File: src/rtl/sync_slave_rx.sv
module sync_slave_rx (
  input  logic       clk,
  input  logic       rst_n,
  input  logic [1:0] addr,
  input  logic       wr_en,
  input  logic [7:0] wr_data,
  input  logic       rd_en,
  output logic [7:0] rd_data,
  input  logic       sclk_in,
  input  logic       sdata_in,
  output logic       irq
);

  logic [6:0] ctrl;
  logic [2:0] ck_sync;
  logic [1:0] dt_sync;
  logic [8:0] shreg;
  logic [3:0] cnt;
  logic [7:0] data_q;
  logic       b9_q, done_q, ovr_q;

  wire port_en = ctrl[0];
  wire sync_md = ctrl[1];
  wire ck_mst  = ctrl[2];
  wire rx_cont = ctrl[3];
  wire nine    = ctrl[5];
  wire int_en  = ctrl[6];

  wire       active   = port_en & sync_md & ~ck_mst & rx_cont;
  wire       fall     = ck_sync[2] & ~ck_sync[1];
  wire       take     = fall & active & ~ovr_q;
  wire [3:0] last_idx = nine ? 4'd8 : 4'd7;
  wire       word_end = take & (cnt == last_idx);
  wire [8:0] sh_nx    = {dt_sync[1], shreg[8:1]};
  wire       rd_data_reg = rd_en & (addr == 2'd2);

  always_ff @(posedge clk or negedge rst_n) begin
    if (!rst_n) begin
      ck_sync <= 3'b111;
      dt_sync <= 2'b00;
    end else begin
      ck_sync <= {ck_sync[1:0], sclk_in};
      dt_sync <= {dt_sync[0], sdata_in};
    end
  end

  always_ff @(posedge clk or negedge rst_n) begin
    if (!rst_n) ctrl <= '0;
    else if (wr_en && addr == 2'd0) ctrl <= wr_data[6:0];
  end

  always_ff @(posedge clk or negedge rst_n) begin
    if (!rst_n) begin
      shreg <= '0;
      cnt   <= '0;
    end else if (!active) begin
      cnt   <= '0;
    end else if (take) begin
      shreg <= sh_nx;
      cnt   <= word_end ? 4'd0 : cnt + 4'd1;
    end
  end

  always_ff @(posedge clk or negedge rst_n) begin
    if (!rst_n) begin
      data_q <= '0;
      b9_q   <= 1'b0;
      done_q <= 1'b0;
      ovr_q  <= 1'b0;
    end else begin
      if (rd_data_reg) done_q <= 1'b0;
      if (!rx_cont) ovr_q <= 1'b0;
      if (word_end) begin
        if (done_q) ovr_q <= 1'b1;
        else begin
          data_q <= nine ? sh_nx[7:0] : sh_nx[8:1];
          b9_q   <= nine & sh_nx[8];
          done_q <= 1'b1;
        end
      end
    end
  end

  always_comb begin
    case (addr)
      2'd0:    rd_data = {1'b0, ctrl};
      2'd1:    rd_data = {3'b000, 1'b1, done_q, 1'b0, ovr_q, b9_q};
      2'd2:    rd_data = data_q;
      default: rd_data = 8'h00;
    endcase
  end

  assign irq = done_q & int_en;

  a_r3_ready_from_word: assert property (@(posedge clk) disable iff (!rst_n)
    $rose(done_q) |-> $past(word_end));

  a_r5_read_clears: assert property (@(posedge clk) disable iff (!rst_n)
    (rd_data_reg && !word_end) |=> !done_q);

  a_r7_overrun_keeps_data: assert property (@(posedge clk) disable iff (!rst_n)
    ovr_q |=> $stable(data_q));

  a_r9_disable_clears: assert property (@(posedge clk) disable iff (!rst_n)
    !rx_cont |=> (cnt == 4'd0 && !ovr_q));

endmodule

File: config.mk
export PLATFORM = sky130hd
export DESIGN_NAME = sync_slave_rx
export DESIGN_NICKNAME = d
export VERILOG_FILES = /design/src/rtl/sync_slave_rx.sv
export SDC_FILE = /design/constraint.sdc
export NUM_CORES = 1
export LEC_CHECK = 0
export BUFFER_PORTS_ARGS = -buffer_cell sky130_fd_sc_hd__clkbuf_2
export CAP_MARGIN = 20
export CORE_ASPECT_RATIO = 0.9
export CORE_UTILIZATION = 40
export CTS_CLUSTER_DIAMETER = 200
export DETAILED_ROUTE_END_ITERATION = 8
export PLACE_DENSITY = 0.74
export SYNTH_ARGS = -nofsm -noshare
export SYNTH_HDL_FRONTEND = slang
export SYNTH_SLANG_ARGS = --single-unit
File: constraint.sdc
create_clock -name clk -period 1.8 [get_ports clk]
set_input_delay 0.36 -clock clk [delete_from_list [all_inputs] [get_ports clk]]
set_output_delay 0.36 -clock clk [all_outputs]
set_load 0.05 [all_outputs]
# --- Word-level counts from Yosys, hierarchy flattened ---
# Index checks and enable logic that the tools add are counted.
totals:
  regBits: 36
  inputBits: 16
  output_inout_bits: 9
  word_cells: 44
classes:
  add_sub_neg: 1
  eq_ne: 4
  mux: 12
  bitwise: 14
  reduce_logical: 4
op_table:
  columns: ["op", "count"]
  rows:
  - ["$pmux W8 S3", 1]
  - ["$mux W4", 4]
  - ["$and A1 B1 Y1", 10]
  - ["$mux W8", 1]
  - ["$mux W1", 6]
  - ["$add A4 B1 Y4 const B", 1]
  - ["$eq A4 B4 Y1", 1]
  - ["$not A1 Y1", 4]
  - ["$reduce_and A2 Y1", 2]
  - ["$eq A2 B1 Y1 const B", 1]
  - ["$eq A2 B2 Y1 const B", 1]
  - ["$logic_not A2 Y1", 1]
  - ["$ne A2 B1 Y1 const B", 1]
  - ["$logic_and A1 B1 Y1", 1]

# --- Longest topological paths before layout ---
# Gate-level depths: netlist (run 1).
logic_depth:
  ltp_word: 9
  depth_mapped: 5
  ltp_nobuf: 4

# --- Worst setup path before layout (run 1) ---
# No wires, ideal clock.
synth_path:
  path_type: "input -> output"
  startpoint: "input port addr[1]"
  endpoint: "output port rd_data[0]"
  arrival_ns: 1.954
  required_ns: 1.440
  slack_ns: -0.514
  cell_stages: 3
  path_buffers: 1
  path_cell_list: "clkbuf_1 > mux2i_1 > o21ai_0"
synth_via:
  elab_chain_len: 2
  elab_cells_between_ends: 4
  cone_classes: "eq/ne: 2; mux: 1; reduce/logical: 1"
synth_lines:
  columns: ["item", "line", "source"]
  rows:
  - ["start, declared", "4", "input logic [1:0] addr,"]
  - ["$eq A2 B2 Y1 (tied with other cells)", "85", "case (addr)"]
  - ["$pmux W8 S3 (*)", "85", null]
  - ["end, declared", "8", "output logic [7:0] rd_data,"]
# Mark *: on every way between the ends. The rest lies on a longest branch, timed or not.

# --- Worst setup path in the final report (run 1) ---
layout_path:
  startpoint: "register cnt[2]"
  endpoint: "register data_q[3]"
layout_via:
  elab_chain_len: 3
layout_lines:
  columns: ["item", "line", "source"]
  rows:
  - ["start, declared", "18", "logic [3:0] cnt;"]
  - ["start signal, assigned", "60", "cnt <= word_end ? 4'd0 : cnt + 4'd1;"]
  - ["$eq A4 B4 Y1", "33", "wire word_end = take & (cnt == last_idx);"]
  - ["$and A1 B1 Y1", "33", null]
  - ["$reduce_and A2 Y1 (no line)", null, null]
  - ["end signal, assigned", "76", "data_q <= nine ? sh_nx[7:0] : sh_nx[8:1];"]
  - ["end, declared", "19", "logic [7:0] data_q;"]
# No other way between the ends.
# A chain may end at the register's enable or synchronous reset.

==> impl_metrics.py, run 1 <==
metrics = {
    "run_status": {
        "status": "finished with violations",
        "violations": "setup timing",
    },
    "drt": {
        "vias": 1112,
        "via_per_inst": 5.25,
        "first_pass_iters": 4,
        "totalWireLength_um": 3240,
        "drc": 0,
        "drt_iter0_drc": 40,
        "ant_nets": 0,
        "post_drt_wl_per_cell_um": 15.3,
    },
    "power": {
        "power_density_nw_per_um2": 854,
        "p_leak_uw": 0.000964,
        "comb_power_share_pct": 16.0,
        "pwr-share-clk_pct": 32.3,
        "pwr-share-seq_pct": 51.6,
        "power_switching_uw": 480,
        "vdd_ir_drop_max_v": 0.000463,
        "p_sw_share_pct": 28.1,
        "p_int_uw": 1230,
    },
    "clock_network": {
        "cts_buffer_depth": 2,
        "root_buffer": "clkbuf_8",
        "h-tree-depth": 2,
        "cts.sinks": 35,
        "numCtsBuffers": 5,
        "cts_tree": "built",
        "clkTransAtPathRegs_ns": 0.07,
        "clock_latency_ns": 0.29,
    },
    "run": {
        "drv_cap": 0,
    },
    "placement": {
        "numPortBuffers": 23,
        "dp_hpwl_um": 2340,
        "post-place-ws_ns": -0.0466,
        "gp_congestion": 0.755,
    },
    "synth": {
        "ys_seq_area_share_pct": 54.2,
        "yosysTopAreaCell": "dfrtp_1",
        "postSynthCellCount": 125,
        "yosys.area.top_type_share_pct": 49.3,
        "syn_area_um2": 1620,
        "synth.distinct_cells": 27,
        "async_flop_share_pct": 100,
        "synth_edf_count": 0,
        "synth_nets": 142,
        "avgSynthCellArea_um2": 13.0,
        "yosysWarnings": 0,
        "synthTopCellsByArea": "dfrtp_1 49%, mux2_2 22%, dfstp_2 4.9%",
        "ys_ff_latch": 35,
        "ys.flop_type": "dfrtp_1",
    },
    "finish": {
        "final_cell_mix": "31 x mux2_2, 31 x dfrtp_1, 22 x clkbuf_2, 13 x buf_4, 12 x nand2_1",
        "ff_latch_area_um2": 881,
        "nNetsFinal": 182,
        "multiInputGateArea_um2": 749,
        "drive_above_1_share_pct": 56.0,
        "diodes": 0,
        "area_delta_synth_final_pct": 23.4,
        "fillers": 310,
    },
    "setup_path": {
        "critPathCaptureType": "flop",
        "reg2reg_to": "data_q[3]",
        "required_ns": 1.97,
        "cp.arrival_ns": 1.98,
        "worstRegToRegCells": 5,
        "r2r_slack_ns": -0.0009,
        "reg2reg_from": "cnt[2]",
        "crit_type": "flop to flop",
        "start_kind": "flop",
        "path_max_fanout": 10,
    },
    "global_routing": {
        "use_met3_pct": 4.52,
        "grt_antenna_before_repair": 0,
        "grt_max_degree": 36,
        "grt_pass1_wl_um": 5480,
        "grt_pass1_vias": 1200,
        "grtUsageTotal_pct": 16.6,
        "busiest_layer": "met2",
        "gr-usage-met1_pct": 19.4,
        "overflow": 0,
        "met2_usage_pct": 27.2,
    },
    "floorplan": {
        "rows": 21,
        "die_area_um2": 4320,
        "die_h_um": 62.4,
        "start_util_pct": 42.6,
        "die_width_um": 69.1,
        "io_pins": 25,
        "coreArea_um2": 3810,
    },
    "sta": {
        "fin_crit_sh_pct": 100,
        "rsz0062_at_grt": "yes",
        "fmax_ghz": 0.555,
        "setup_viol": 1,
        "tightest_slew_ns": 0.446,
        "slew_violations": 0,
        "fin_ws_ns": -0.000931,
        "holdWs_ns": 0.0979,
        "relSlewSlack_pct": 70.3,
        "worst_clock_skew_ns": 0.00496,
        "hold_viol_final": 0,
        "fin_crit_ns": 1.80,
    },
    "hold_path": {
        "hp-class": "primary input to async pin",
    },
}
-- through the flow --
| step | util [%] | std cells | TNS, ns | area [µm²] | total power [µW] |
|---|---|---|---|---|---|
| 2_1_floorplan | - | 125 | -0.853 | 1650 | 1070 |
| 3_3_place_gp | 49.7 | 202 | -0.00728 | 1890 | 1150 |
| 4_1_cts | 52.5 | 212 | -0.0952 | 2000 | 1720 |
| 6_report | 52.5 | 212 | -0.000931 | 2000 | 1710 |
| 3_5_place_dp | 49.7 | 202 | -0.310 | 1890 | 1170 |
| 5_1_grt | 52.5 | 212 | -0.404 | 2000 | 1780 |
-- worst max-delay path, cell delays in order (launching register included) --
cell	delay (ns)
dfrtp_2	0.44
nor4b_4	0.32
a22oi_2	0.12
nor4_4	0.28
buf_6	0.18
mux2_2	0.34
-- cell families (layout without fill, tap and decap cells) --
kind of cell	after synthesis	in the layout	synth area share [%]
adders and majority gates	1	1	0.771
and+or+nand+nor	34	34	13.4
DFF	35	35	54.2
muxes	38	38	25.8
buffers and inverters	5	46	1.16
AOI/OAI and AO/OA	12	12	4.63
-- area by class of cell --
| type | count | share of cell area [%] |
|---|---|---|
| Inverter | 1 | 0.188 |
| Multi-Input combinational cell | 85 | 37.4 |
| Clock buffer | 5 | 3.44 |
| Sequential cell | 35 | 44.0 |
| Clock inverter | 3 | 0.750 |
| Tap cell | 46 | 2.88 |
| Timing Repair Buffer | 37 | 11.3 |
-- sequential cells by signal, indices dropped and copies added, names as in the netlist --
signal   cells
b9_q         1
ck_sync      3
cnt          4
ctrl         7
data_q       8
done_q       1
dt_sync      2
ovr_q        1
shreg        8
-- power by group through the flow --
stage          Clock (µW)  Sequential (µW)  Combinational [µW]
4_1_cts               563              882                 278
6_report              553              883                 274
2_1_floorplan           0              884                 189
5_1_grt               597              888                 295
3_3_place_gp            0              894                 261
3_5_place_dp            0              897                 274
-- how the worst max path moves through the flow --
stage / start / to / slack [ns] / cells past startpoint
after floorplan: ck_sync[2] / data_q[0] / -0.11 / 4
after global placement: ck_sync[2] / data_q[2] / -0.002 / 4
after detailed placement: cnt[2] / data_q[3] / -0.05 / 5
after CTS: cnt[2] / data_q[3] / -0.02 / 5
after global routing: cnt[2] / data_q[6] / -0.05 / 5
final: cnt[2] / data_q[3] / -0.0009 / 5
-- synth_stat cells (2+ instances only) --
library cell and count:
o21ai_0 5, mux2_2 31, a21oi_1 3, nor2_1 6, nor2b_1 2, mux2i_1 7
dfstp_2 3, dfrtp_1 32, and2_1 2, clkbuf_1 4, nand4b_1 3, nand2_1 12
-- metal layers --
metal	share of wire, %	vias to the layer above
met1	46	550
met4	2.4	0
met2	49	23
met3	3.5	9
met5	0	-
li1	-	530
-- timing repair --
action	CTS	global route
gates resized for setup	3	1
endpoints found under the setup margin	9	9
buffers inserted	2	0
hold buffers	0	0
No activity file was read; power rests on OpenSTA's default activity.
==> run 2: changes to the inputs <==
==> config.mk (replaced) <==
export PLATFORM = sky130hd
export DESIGN_NAME = sync_slave_rx
export DESIGN_NICKNAME = d
export VERILOG_FILES = /design/src/rtl/sync_slave_rx.sv
export SDC_FILE = /design/constraint.sdc
export NUM_CORES = 1
export LEC_CHECK = 0
export CAP_MARGIN = 20
export CORE_ASPECT_RATIO = 0.9
export CORE_UTILIZATION = 40
export CTS_CLUSTER_DIAMETER = 200
export DETAILED_ROUTE_END_ITERATION = 8
export DONT_BUFFER_PORTS = 1
export PLACE_DENSITY = 0.68
export SYNTH_ARGS = -nofsm -noshare
export SYNTH_HDL_FRONTEND = slang
export SYNTH_SLANG_ARGS = --single-unit
==> run 2 against run 1 <==
The flow still finishes with violations (setup timing). Register-to-register slack barely moved. Worst setup slack gained 0.00068 ns. Sequential power about the same. Clock power rose by 8.1%. Non-clock buffer count shrank 24. Fmax is essentially flat. Via count shrank 10%. Largest power group unchanged.
==> impl_metrics.py, run 2 (synthesis results as in run 1) <==
metrics = {
    "run_status": {
        "status": "finished with violations",
        "violations": "setup timing",
    },
    "drt": {
        "vias": 996,
        "via_per_inst": 5.30,
        "post_drt_wl_per_cell_um": 15.3,
        "drt_iter0_drc": 7,
        "first_pass_iters": 2,
        "drc": 0,
        "totalWireLength_um": 2880,
        "ant_nets": 0,
    },
    "clock_network": {
        "clock_latency_ns": 0.29,
        "root_buffer": "clkbuf_8",
        "h-tree-depth": 2,
        "cts.sinks": 35,
        "cts_buffer_depth": 2,
        "cts_tree": "built",
        "numCtsBuffers": 5,
        "clkTransAtPathRegs_ns": 0.07,
    },
    "setup_path": {
        "required_ns": 1.97,
        "crit_type": "flop to flop",
        "path_max_fanout": 10,
        "critPathCaptureType": "flop",
        "r2r_slack_ns": -0.0003,
        "start_kind": "flop",
        "cp.arrival_ns": 1.97,
    },
    "sta": {
        "fin_crit_sh_pct": 100,
        "holdWs_ns": 0.0771,
        "worst_clock_skew_ns": 0.0140,
        "fin_crit_ns": 1.80,
        "hold_viol_final": 0,
        "tightest_slew_ns": 0.599,
        "setup_viol": 1,
        "rsz0062_at_grt": "yes",
        "relSlewSlack_pct": 59.9,
        "fin_ws_ns": -0.000256,
        "fmax_ghz": 0.555,
        "slew_violations": 0,
    },
    "power": {
        "power_density_nw_per_um2": 902,
        "pwr-share-seq_pct": 51.2,
        "p_int_uw": 1260,
        "comb_power_share_pct": 14.0,
        "p_leak_uw": 0.000864,
        "p_sw_share_pct": 26.4,
        "p_total_uw": 1720,
        "pwr-share-clk_pct": 34.8,
        "power_switching_uw": 454,
        "vdd_ir_drop_max_v": 0.000481,
    },
    "floorplan": {
        "rows": 21,
        "io_pins": 25,
        "coreArea_um2": 3810,
        "die_width_um": 69.1,
        "die_h_um": 62.4,
        "start_util_pct": 42.6,
        "die_area_um2": 4320,
    },
    "placement": {
        "gp_congestion": 0.712,
        "dp_hpwl_um": 2070,
        "numPortBuffers": 0,
    },
    "global_routing": {
        "grt_max_degree": 36,
        "gr-usage-met1_pct": 20.4,
        "grt_antenna_before_repair": 0,
        "grtUsageTotal_pct": 15.2,
        "grt_pass1_vias": 1070,
        "grt_pass1_wl_um": 5020,
        "met2_usage_pct": 22.5,
        "busiest_layer": "met2",
        "use_met3_pct": 5.81,
        "overflow": 0,
    },
    "finish": {
        "final_cell_mix": "31 x mux2_2, 31 x dfrtp_1, 12 x nand2_1, 10 x buf_4, 7 x mux2i_1",
        "nNetsFinal": 158,
        "drive_above_1_share_pct": 47.9,
        "fin_util_pct": 50.0,
        "largest_registers": "data_q (8), shreg (8), ctrl (7)",
        "area_delta_synth_final_pct": 17.5,
        "diodes": 0,
        "fillers": 348,
    },
    "run": {
        "drv_cap": 0,
    },
    "hold_path": {
        "hp-class": "primary input to flop",
    },
}
==> run 2: changes by cell type in the layout (fill, tap and decap cells not counted), sizes merged <==
cell	change
dlygate4sd3	+1
clkbuf	-22
clkinv	-2
clkinvlp	+1
buf	-2
==> run 2: final timing paths <==
path	from	to	cells past startpoint
max	cnt[0]	data_q[6]	5
max reg2reg	cnt[0]	data_q[6]	5
min reg2reg	dt_sync[0]	dt_sync[1]	0
min in group asynchronous	rst_n	shreg[3]	2
min	sclk_in	ck_sync[0]	0
max in group asynchronous	rst_n	ck_sync[1]	2
==> run 2: per-stage QoR <==
step	std cells	instance area, µm²	setup TNS (ns)	worst slack [ns]
after floorplan	125	1650	-0.853	-0.107
after global placement	177	1760	-0.0543	-0.00932
after detailed placement	177	1760	-0.434	-0.0651
after CTS	188	1910	-0.0705	-0.0203
after global routing	188	1910	-0.557	-0.0813
final	188	1910	-0.000256	-0.000256
==> run 2: routing by layer <==
metal	share of wire, %	up-vias
li1	-	480
met1	47	491
met2	47	18
met3	4.6	7
met4	1.4	0
met5	0	-
==> run 2: timing repair <==
item | CTS | global route
pin swaps | 1 | 0
hold buffers | 2 | 0
resized for setup | 2 | 1
endpoints found under the setup margin | 8 | 9
setup buffers | 1 | 0
hold endpoints to repair | 35 | 0
==> run 2: final cells by class <==
class	instances	area (µm²)	area share (%)
Clock buffer	6	82.6	4.33
Clock inverter	2	16.3	0.853
Inverter	1	3.75	0.197
Multi-Input combinational cell	85	749	39.3
Sequential cell	35	881	46.2
Tap cell	46	57.6	3.02
Timing Repair Buffer	13	116	6.10
==> run 2: critical path: stages, from the launching register on <==
cell and delay [ns]:
dfrtp_1 0.42, nor4b_4 0.33, a22oi_2 0.12, nor4_4 0.28
buf_6 0.19, mux2_2 0.35
==> run 2: power by group through the flow <==
stage          sequential (µW)  combinational (µW)  clock (µW)
4_1_cts                    881                 244         612
3_3_place_gp               893                 215           0
2_1_floorplan              884                 189           0
3_5_place_dp               896                 219           0
5_1_grt                    889                 261         649
6_report                   881                 240         598
==> run 3: changes to the inputs <==
--- a/config.mk
+++ b/config.mk
@@ -5,13 +5,14 @@
 export SDC_FILE = /design/constraint.sdc
 export NUM_CORES = 1
 export LEC_CHECK = 0
+export ABC_AREA = 1
 export CAP_MARGIN = 20
 export CORE_ASPECT_RATIO = 0.9
-export CORE_UTILIZATION = 40
+export CORE_UTILIZATION = 45
 export CTS_CLUSTER_DIAMETER = 200
 export DETAILED_ROUTE_END_ITERATION = 8
 export DONT_BUFFER_PORTS = 1
-export PLACE_DENSITY = 0.68
+export PLACE_DENSITY = 0.74
 export SYNTH_ARGS = -nofsm -noshare
 export SYNTH_HDL_FRONTEND = slang
 export SYNTH_SLANG_ARGS = --single-unit
==> run 3 against run 2 <==
The run now ends clean. Utilization rose by 4.3 points. Clock skew fell by 0.0056 ns. Critical endpoint is now rd_data[3]. Largest cell class unchanged. Clock-buffer cell count up 1. Highest routed layer unchanged. Power decreased by 7.7%. Final cell count grew 39%.
==> impl_metrics.py, run 3 <==
metrics = {
    "synth": {
        "avgSynthCellArea_um2": 8.27,
        "synthTopCellsByArea": "dfrtp_1 48%, nand2_1 17%, o21ai_0 5.7%",
        "postSynthCellCount": 202,
        "ys.flop_type": "dfrtp_1",
        "ys_seq_area_share_pct": 52.7,
        "ys_ff_latch": 35,
        "synth_edf_count": 0,
        "syn_area_um2": 1670,
        "yosysWarnings": 0,
        "async_flop_share_pct": 100,
        "synth.most_common_cell": "nand2_1",
        "yosys.area.top_type_share_pct": 47.9,
        "synth_common_cells": "76 x nand2_1, 32 x dfrtp_1, 19 x inv_1, 19 x o21ai_0",
        "synth_nets": 219,
        "synth.distinct_cells": 23,
        "yosysTopAreaCell": "dfrtp_1",
    },
    "setup_path": {
        "path_delay_family": "flip-flops",
        "cp.arrival_ns": 1.25,
        "start_kind": "flop",
        "crit_chain": "inv_1 -> o311ai_2 -> buf_4",
        "slowest_delay_ns": 0.40,
        "crit_slowest_cell": "dfrtp_1",
        "path_max_fanout": 4,
        "path_buf_inv": 2,
        "critPathCaptureType": "output pin",
        "crit_type": "flop to output pin",
        "required_ns": 1.44,
        "r2r_slack_ns": 0.37,
    },
    "clock_network": {
        "numCtsBuffers": 5,
        "clock_latency_ns": 0.28,
        "cts_tree": "built",
        "root_buffer": "clkbuf_8",
        "post_cts_buffers": 0,
        "clkTransAtPathRegs_ns": 0.07,
        "cts.sinks": 35,
        "cts_buffer_depth": 2,
        "h-tree-depth": 2,
    },
    "drt": {
        "via_per_inst": 5.02,
        "totalWireLength_um": 3130,
        "post_drt_wl_per_cell_um": 12.0,
        "drt_iter0_drc": 98,
        "drc": 0,
        "vias": 1310,
        "first_pass_iters": 4,
        "ant_nets": 0,
    },
    "placement": {
        "place_inst": 251,
        "dp_hpwl_um": 2350,
        "numPortBuffers": 0,
        "post-place-ws_ns": 0.250,
        "gp_congestion": 0.814,
    },
    "global_routing": {
        "grtUsageTotal_pct": 18.7,
        "overflow": 0,
        "grt_max_degree": 36,
        "grt_pass1_wl_um": 5300,
        "grt_pass1_vias": 1183,
        "grt_antenna_before_repair": 0,
    },
    "finish": {
        "diodes": 0,
        "nNetsFinal": 233,
        "layout.cells.non_filler": 261,
        "largest_registers": "data_q (8), shreg (8), ctrl (7)",
        "final_common_cell": "nand2_1",
        "final_cell_mix": "76 x nand2_1, 32 x dfrtp_1, 19 x inv_1, 18 x o21ai_0, 11 x buf_4",
        "area_delta_synth_final_pct": 12.4,
        "drive_above_1_share_pct": 14.3,
    },
    "sta": {
        "hold_viol_final": 0,
        "rsz0062_at_grt": "no",
        "setup_viol": 0,
        "fin_crit_sh_pct": 89.4,
        "fin_ws_ns": 0.191,
        "tightest_slew_ns": 0.420,
        "fmax_ghz": 0.621,
        "fin_crit_ns": 1.61,
        "slew_violations": 0,
        "worst_clock_skew_ns": 0.00834,
        "setup_tns_ns": 0,
        "relSlewSlack_pct": 72.0,
    },
    "hold_path": {
        "hp-class": "primary input to flop",
    },
    "floorplan": {
        "io_pins": 25,
        "rows": 20,
        "die_h_um": 59.8,
        "coreArea_um2": 3450,
        "start_util_pct": 48.4,
        "die_width_um": 66.2,
        "die_area_um2": 3960,
    },
    "power": {
        "p_leak_uw": 0.000957,
        "vdd_ir_drop_max_v": 0.000614,
        "power_density_nw_per_um2": 845,
    },
    "run_status": {
        "status": "complete, no violations",
    },
    "run": {
        "drv_cap": 0,
    },
}
==> run 3: metrics by stage <==
step / utilization (%) / hold slack, ns / power, µW / instance area [µm²]
6_report: 54.4 / 0.0726 / 1590 / 1880
3_5_place_dp: 51.2 / 0.0657 / 1060 / 1770
3_3_place_gp: 51.2 / 0.0659 / 1050 / 1770
5_1_grt: 54.4 / 0.0502 / 1680 / 1880
4_1_cts: 54.4 / 0.0609 / 1610 / 1880
2_1_floorplan: - / 0.0644 / 1010 / 1680
==> run 3: power breakdown <==
part / switching, µW / internal [µW] / total, µW / leakage (µW)
clock network: 254 / 271 / 525 / 0.0000422
logic: 139 / 59.9 / 199 / 0.000456
registers: 29.0 / 834 / 863 / 0.000459
total: 423 / 1160 / 1590 / 0.000957
==> run 3: path summary, 6_finish.rpt <==
check,startpoint,endpoint,cells after the start
max,done_q,rd_data[3],3
min reg2reg,dt_sync[0],dt_sync[1],0
max reg2reg,ctrl[2],shreg[6],5
min in group asynchronous,rst_n,cnt[1],2
max in group asynchronous,rst_n,ck_sync[2],2
min,sclk_in,ck_sync[0],0
==> run 3: routing by layer <==
metal	up-vias	part of all wire, %	GRT usage, %
met3	5	6.0	7.25
met1	601	49	24.1
met4	0	1.6	7.29
met2	26	44	28.4
met5	-	0	0
li1	678	-	-
==> run 3: area by class of cell <==
type | count | area, µm²
fill | 323 | 1580
sequential | 35 | 880
multi-input combinational | 140 | 671
timing repair buffer | 13 | 113
inverter | 21 | 78.8
clock buffer | 7 | 76.3
tap | 44 | 55.1
clock inverter | 1 | 5.00
==> run 3: logic make-up (layout without fill, tap and decap cells) <==
| family | count (synthesis) | after routing | share of synthesized area, % |
|---|---|---|---|
| buffers and inverters | 27 | 42 | 7.64 |
| XOR/XNOR | 1 | 1 | 0.524 |
| flip-flops | 35 | 35 | 52.7 |
| adder cells (fa/ha/maj) | 1 | 1 | 0.749 |
| AO/OA/AOI/OAI | 26 | 26 | 8.61 |
| AND/OR/NAND/NOR | 112 | 112 | 29.8 |
==> run 3: timing repair <==
| action | in CTS | in global routing |
|---|---|---|
| hold buffers | 2 | 0 |
| gates resized for setup | 0 | 0 |
| endpoints found under the hold margin | 35 | 0 |
